==> config.mk <==
export PLATFORM = sky130hd
export DESIGN_NAME = cic_decim
export DESIGN_NICKNAME = d
export VERILOG_FILES = /design/src/rtl/cic_decim.sv
export SDC_FILE = /design/constraint.sdc
export NUM_CORES = 1
export LEC_CHECK = 0
export BUFFER_PORTS_ARGS = -buffer_cell sky130_fd_sc_hd__buf_2
export CAP_MARGIN = 10
export CORE_MARGIN = 5
export CORE_UTILIZATION = 45
export DETAILED_ROUTE_END_ITERATION = 10
export PLACE_DENSITY = 0.68
export SLEW_MARGIN = 10
export SYNTH_ARGS = -nofsm -noshare
export SYNTH_HDL_FRONTEND = slang
export SYNTH_SLANG_ARGS = --single-unit
export TNS_END_PERCENT = 30
==> constraint.sdc <==
create_clock -name clk -period 2.7 [get_ports clk]
set_clock_uncertainty 0.15 [all_clocks]
set_input_delay 0.54 -clock clk [delete_from_list [all_inputs] [get_ports clk]]
set_output_delay 0.54 -clock clk [all_outputs]
set_load 0.02 [all_outputs]
==> src/rtl/cic_decim.sv <==
module cic_decim #(
  parameter int W = 16,
  parameter int R = 5
) (
  input  logic         clk,
  input  logic         rst,
  input  logic [W-1:0] data_in,
  input  logic         valid_in,
  output logic         valid_out,
  output logic [W-1:0] data_out
);
  localparam int CW = (R > 1) ? $clog2(R) : 1;
  localparam logic [CW-1:0] LAST = CW'(R - 1);

  logic [W-1:0]  acc;
  logic [W-1:0]  tap [R];
  logic [CW-1:0] phase;
  logic [W-1:0]  diff;

  always_ff @(posedge clk) begin
    if (rst) acc <= '0;
    else if (valid_in) acc <= acc + data_in;
  end

  for (genvar i = 0; i < R; i++) begin : g_line
    always_ff @(posedge clk) begin
      if (rst) tap[i] <= '0;
      else if (valid_in) tap[i] <= (i == 0) ? acc : tap[(i == 0) ? 0 : i-1];
    end
  end

  always_ff @(posedge clk) begin
    if (rst) phase <= '0;
    else if (valid_in) phase <= (phase == LAST) ? '0 : phase + 1'b1;
  end

  assign diff      = acc - tap[R-1];
  assign valid_out = valid_in && (phase == LAST);
  assign data_out  = valid_out ? diff : '0;

  AST_PHASE_RANGE: assert property (@(posedge clk) disable iff (rst)
    phase <= LAST);
  AST_STROBE_SINGLE: assert property (@(posedge clk) disable iff (rst)
    valid_out |=> !valid_out);
  AST_ACC_STEP: assert property (@(posedge clk) disable iff (rst)
    valid_in |=> acc == W'($past(acc) + $past(data_in)));
  AST_LINE_FEED: assert property (@(posedge clk) disable iff (rst)
    valid_in |=> tap[0] == $past(acc));
  AST_STALL_HOLD: assert property (@(posedge clk) disable iff (rst)
    !valid_in |=> $stable(acc) && $stable(phase) && $stable(tap[R-1]));
  AST_STALL_QUIET: assert property (@(posedge clk) disable iff (rst)
    !valid_in |-> !valid_out && data_out == '0);
endmodule

==> run_results.csv, run 1 <==
group,metric,value,unit
detailed_routing,vias,3622,
synthesis,yosysSeqAreaShare,0.533,
final_layout,multi_input_area,2420,µm²
timing,hold_viol_final,0,
worst_setup_path,end_kind,"primary output",
detailed_routing,first_pass_iters,4,
grt,gr-usage-met1,0.210,
timing,setup_viol,13,
clocking,cts-root-buf,"clkbuf_16",
final_layout,antenna_cells,0,
worst_setup_path,rrSetupSlack,0.07,ns
timing,finalMaxSlewViolations,0,
timing,worst_pin_slew,0.558,ns
clocking,cts-htree-levels,3,
detailed_routing,ant_nets,0,
floorplanning,ios,36,
detailed_routing,avgViaCountPerCell,5.23,
grt,antenna_found_initial,0,
clocking,cts_buffers,9,
detailed_routing,routed_wl,11.1,mm
worst_setup_path,arrival,2.56,ns
timing,finalCritPeriodShare,1.20,
synthesis,yosysTopAreaCell,"edfxtp_1",
synthesis,synthTopCellsByArea,"edfxtp_1, and2_1, ha_1",
synthesis,synth_ff_type,"edfxtp_1",
grt,grt_usage,0.168,
synthesis,synthArstFlopShare,0,
timing,max_slew_margin,0.624,
worst_setup_path,r2r_start,"acc[0]",
floorplanning,die_w,118,µm
worst_setup_path,critPathMaxStageDelay,0.41,ns
grt,grt-ovfl-total,0,
detailed_routing,route.detailed.wl_per_inst,16.0,µm
placement,hpwlAfterDp,7.78,mm
detailed_routing,drt_iter0_drc,216,
clocking,insertion_delay,0.35,ns
synthesis,syn_area,5220,µm²
floorplanning,start_util,0.459,
worst_setup_path,cp_max_fo,5,
timing,max_freq,308,MHz
worst_setup_path,setup.worst_path.start,"tap[4][0]",
final_layout,postLayoutCoreUtil,0.564,
worst_setup_path,start_kind,"flop",
placement,place_congestion,0.806,
power_and_ir_drop,p_leak,2.83,nW
synthesis,synth.most_common_cell,"and2_1",
worst_setup_path,critical_path.cell_chain,"ha_2 -> fa_2 -> nor2b_4 -> o21a_1 -> o21ai_4 -> a211o_1 -> a21o_1 -> a21oi_2 -> buf_6",
grt,grtUsageMet3,0.0485,
placement,dp_slack,-0.416,ns
clocking,clock_sinks,99,
synthesis,syn_avg_cell_area,11.4,µm²
floorplanning,core,11400,µm²
final_layout,final_cells,692,
final_layout,fillerInstances,991,
timing,period_minus_slack,3.25,ns
floorplanning,die_h,118,µm
synthesis,synth_seq_cells,99,
timing,rsz0062_at_grt,"true",
hold_path,min_path_cells,2,
clocking,path_clk_slew,0.07,ns
floorplanning,num_rows,39,
synthesis,synth_edf_count,80,
grt,grt_pass1_wl,18.6,mm
hold_path,min_from,"phase[1]",
detailed_routing,drc,0,
grt,top_usage_layer,"met2",
worst_setup_path,r2r_cells,8,
floorplanning,die_area,13900,µm²
worst_setup_path,crit_required,2.01,ns
grt,grt_use_met2,0.274,
run,cap_violations,0,
worst_setup_path,crit_type,"reg -> out",
grt,grt_pass1_vias,3740,
synthesis,synthCells,456,
synthesis,synth_warnings,0,
final_layout,nets,598,
worst_setup_path,slowest_stage,"edfxtp_1",
outcome,status,"finished, violations left",
power_and_ir_drop,p_per_area,675,nW/µm²
synthesis,synth_common_cells,"and2_1, edfxtp_1, ha_1",
worst_setup_path,rr_endpoint,"acc[10]",
clocking,cts_tree,"done",
hold_path,hold-path-endpoint,"phase[1]",
hold_path,min_path_type,"reg -> reg",
timing,fin_ws,-0.546,ns
power_and_ir_drop,finalPower,0.00433,W
outcome,violations,"negative setup slack",
power_and_ir_drop,vdd_drop_max,0.634,mV
timing,fin_tns_setup,-4.83,ns
placement,port_buffers,35,
synthesis,synth_top_area_frac,0.460,
synthesis,syn_nets,510,
grt,grt_max_degree,86,
placement,dp.cells,672,
clocking,cts_max_path_buffers,2,
synthesis,ys_types,50,
final_layout,drive_gt1_frac,0.246,
final_layout,area.growth.synth_to_final,22.9,%
final_layout,seq_area,2780,µm²
repair_timing:
item                       4_1_cts  5_1_grt
buffers inserted                 1        3
gates resized for setup         30        4
setup endpoints to repair       13       15
hold buffers                     0        0
pin swaps                        8        6
final cells by class:
class | count | area share
Multi-Input combinational cell | 321 | 0.378
Timing Repair Buffer | 91 | 0.101
Inverter | 22 | 0.0135
Sequential cell | 99 | 0.434
Clock buffer | 10 | 0.0357
Clock inverter | 6 | 0.00995
Tap cell | 143 | 0.0279
cell usage in the layout, fill, tap and decap left out, drive strengths merged, types with 8 or more instances in the layout:
cell | netlist | final
a21o | 18 | 18
edfxtp | 80 | 80
nand2 | 14 | 14
o21ai | 13 | 13
and2 | 81 | 81
buf | 2 | 91
dfxtp | 19 | 19
o21a | 10 | 10
nor3 | 18 | 18
nor2 | 23 | 23
ha | 33 | 33
a21oi | 23 | 23
inv | 22 | 22
clkbuf | 12 | 10
mux2i | 10 | 10
xnor2 | 8 | 8
layer usage:
layer	vias to the layer above	part of all wire
met1	1730	0.44
li1	1813	-
met3	25	0.036
met5	-	0
met2	54	0.49
met4	0	0.027
power by group:
part | internal [W] | total (W) | switching (W)
registers | 0.00177 | 0.00182 | 0.0000528
logic | 0.000611 | 0.00125 | 0.000637
clock network | 0.000717 | 0.00126 | 0.000541
how the worst max path moves through the flow:
stage / to / slack [ns] / cells after the start
final: data_out[12] / -0.55 / 9
after global routing: data_out[12] / -0.65 / 9
after CTS: data_out[12] / -0.57 / 9
after detailed placement: data_out[12] / -0.42 / 9
after global placement: data_out[12] / -0.30 / 9
after floorplan: data_out[12] / -0.14 / 9
metrics by stage:
step / hold slack [ns] / instance area, µm²
after global routing: 0.385 / 6410
final: 0.357 / 6410
after CTS: 0.363 / 6370
after floorplan: 0.313 / 5230
after global placement: 0.324 / 5950
after detailed placement: 0.351 / 5950
registers in the layout, summed over array words and instances (netlist names):
register,flops
phase,3
acc,16
tap,80
critical path: cells and delay by family, from the launching register on:
family	cells	cell delay, ns
AOI/OAI and AO/OA	5	0.94
adders and majority gates	2	0.58
buffers and inverters	1	0.15
DFF	1	0.41
and+or+nand+nor	1	0.13
cells by family after synthesis:
family	synth area share
xor gates and xnor gates	0.0201
AOI/OAI and AO/OA	0.124
and+or+nand+nor	0.185
buffers and inverters	0.0261
DFF	0.533
adders and majority gates	0.0868
muxes	0.0249
(Power assumes the default switching activity.)
==> run 2: changes to the inputs <==
RECOVER_POWER = 100   (was default)
==> run_results.csv, run 2 (synthesis gave the netlist of run 1 again) <==
group,metric,value,unit
run,cap_violations,0,
clocking,path_clk_slew,0.06,ns
power_and_ir_drop,power_frac_comb,0.285,
grt,antenna_found_initial,0,
final_layout,nets,598,
detailed_routing,routed_wl,11.0,mm
placement,port_buffers,35,
final_layout,max_flop_register,"tap",
worst_setup_path,critical_path.cell_chain,"ha_2 -> fa_2 -> nor2b_4 -> o21a_1 -> o21ai_4 -> a211o_1 -> a21o_1 -> a21oi_2 -> buf_6",
worst_setup_path,end_kind,"primary output",
grt,grt_pass1_wl,18.6,mm
floorplanning,die_area,13900,µm²
floorplanning,num_rows,39,
power_and_ir_drop,power_frac_clock,0.292,
timing,worst_pin_slew,1.33,ns
timing,rsz0062_at_grt,"true",
outcome,status,"finished, violations left",
placement,hpwlAfterDp,7.78,mm
detailed_routing,first_pass_iters,4,
worst_setup_path,crit_type,"reg -> out",
final_layout,final_cell_mix,"edfxtp_1, buf_4, and2_1",
grt,grt_usage,0.168,
detailed_routing,vias,3624,
detailed_routing,route.detailed.wl_per_inst,15.9,µm
power_and_ir_drop,vdd_drop_max,0.632,mV
clocking,cts_buffers,9,
worst_setup_path,arrival,2.56,ns
floorplanning,die_w,118,µm
clocking,cts_tree,"done",
floorplanning,ios,36,
placement,dp.cells,672,
placement,place_congestion,0.806,
detailed_routing,drt_iter0_drc,190,
clocking,clock_sinks,99,
final_layout,final_cells,692,
power_and_ir_drop,p_per_area,677,nW/µm²
timing,period_minus_slack,3.25,ns
clocking,cts_max_path_buffers,2,
timing,timing.hold.ws,0.354,ns
timing,max_freq,308,MHz
detailed_routing,ant_nets,0,
power_and_ir_drop,swShare,0.283,
final_layout,reg_top3,"tap (80), acc (16), phase (3)",
clocking,insertion_delay,0.35,ns
worst_setup_path,cp_max_fo,5,
timing,finalCritPeriodShare,1.20,
timing,setup_viol,13,
worst_setup_path,critPathMaxStageDelay,0.41,ns
worst_setup_path,start_kind,"flop",
clocking,cts-htree-levels,3,
final_layout,antenna_cells,0,
power_and_ir_drop,internal_power,0.00309,W
timing,fin_tns_setup,-4.84,ns
timing,fin_ws,-0.551,ns
final_layout,largest_register_ff_count,80,
detailed_routing,avgViaCountPerCell,5.24,
final_layout,postLayoutCoreUtil,0.559,
timing,hold_viol_final,0,
final_layout,drive_gt1_frac,0.230,
floorplanning,start_util,0.459,
clocking,cts_hold_buffers,0,
floorplanning,core,11400,µm²
final_layout,fin_area,6360,µm²
final_layout,area.growth.synth_to_final,21.9,%
power_and_ir_drop,seqPwrFrac,0.423,
floorplanning,die_h,118,µm
power_and_ir_drop,p_leak,2.76,nW
worst_setup_path,crit_required,2.01,ns
power_and_ir_drop,p_sw,0.00122,W
detailed_routing,drc,0,
final_layout,final_common_cell,"edfxtp_1",
placement,placedInstanceArea,5950,µm²
outcome,violations,"negative setup slack",
timing,max_slew_margin,0.113,
timing,finalMaxSlewViolations,0,
grt,grt_max_degree,86,
clocking,cts-root-buf,"clkbuf_16",
grt,grt-ovfl-total,0,
grt,grt_pass1_vias,3740,
worst_setup_path,slowest_stage,"edfxtp_1",
final_layout,fillerInstances,995,
hold_path,min_path_type,"reg -> reg",
run 2: cell types whose count changed in the layout (fill, tap and decap cells not counted), sizes merged:
| cell | previous run | this run |
|---|---|---|
| clkbuf | 10 | 20 |
| buf | 91 | 81 |
run 2: power by group through the flow:
| stage | registers [W] | logic, W | clock network, W |
|---|---|---|---|
| 6_report | 0.00182 | 0.00123 | 0.00126 |
| 5_1_grt | 0.00184 | 0.00136 | 0.00136 |
| 4_1_cts | 0.00183 | 0.00121 | 0.00131 |
| 3_5_place_dp | 0.00186 | 0.00114 | 0 |
| 3_3_place_gp | 0.00185 | 0.00111 | 0 |
| 2_1_floorplan | 0.00185 | 0.000729 | 0 |
run 2: repair_timing:
action / 4_1_cts / 5_1_grt
gates resized for setup: 30 / 4
pin swaps: 8 / 6
setup buffers: 1 / 3
endpoints found under the setup margin: 13 / 15
run 2: path summary, 6_finish.rpt:
path             start           end  slack (ns)  cells past startpoint
min           phase[1]      phase[1]        0.35                      2
min reg2reg   phase[1]      phase[1]        0.35                      2
max reg2reg     acc[3]       acc[15]           0                      8
max          tap[4][0]  data_out[12]       -0.55                      9
run 2: layout make-up:
| type | count | area (µm²) | share of cell area |
|---|---|---|---|
| Sequential cell | 99 | 2780 | 0.438 |
| Clock buffer | 10 | 229 | 0.0360 |
| Tap cell | 143 | 179 | 0.0281 |
| Inverter | 22 | 86.3 | 0.0136 |
| Timing Repair Buffer | 91 | 622 | 0.0978 |
| Multi-Input combinational cell | 321 | 2400 | 0.377 |
| Clock inverter | 6 | 63.8 | 0.0100 |
run 2: critical path, delay by kind of cell (launching register included):
kind / cells / cell delay, ns
buffers and inverters: 1 / 0.15
adders and majority gates: 2 / 0.58
DFF: 1 / 0.41
AOI/OAI and AO/OA: 5 / 0.95
and+or+nand+nor: 1 / 0.13
run 2: per-layer routing:
metal / global-route usage / up-vias / wire (µm)
li1: - / 1814 / -
met3: 0.0485 / 23 / 381
met5: 0 / - / 0
met4: 0.0652 / 0 / 284
met2: 0.274 / 48 / 5470
met1: 0.210 / 1739 / 4900
run 2: per-stage QoR:
step                setup slack [ns]  power, W
global route                  -0.651   0.00456
CTS                           -0.569   0.00435
floorplan                     -0.137   0.00258
detailed placement            -0.416   0.00299
finish                        -0.551   0.00431
global placement              -0.303   0.00296
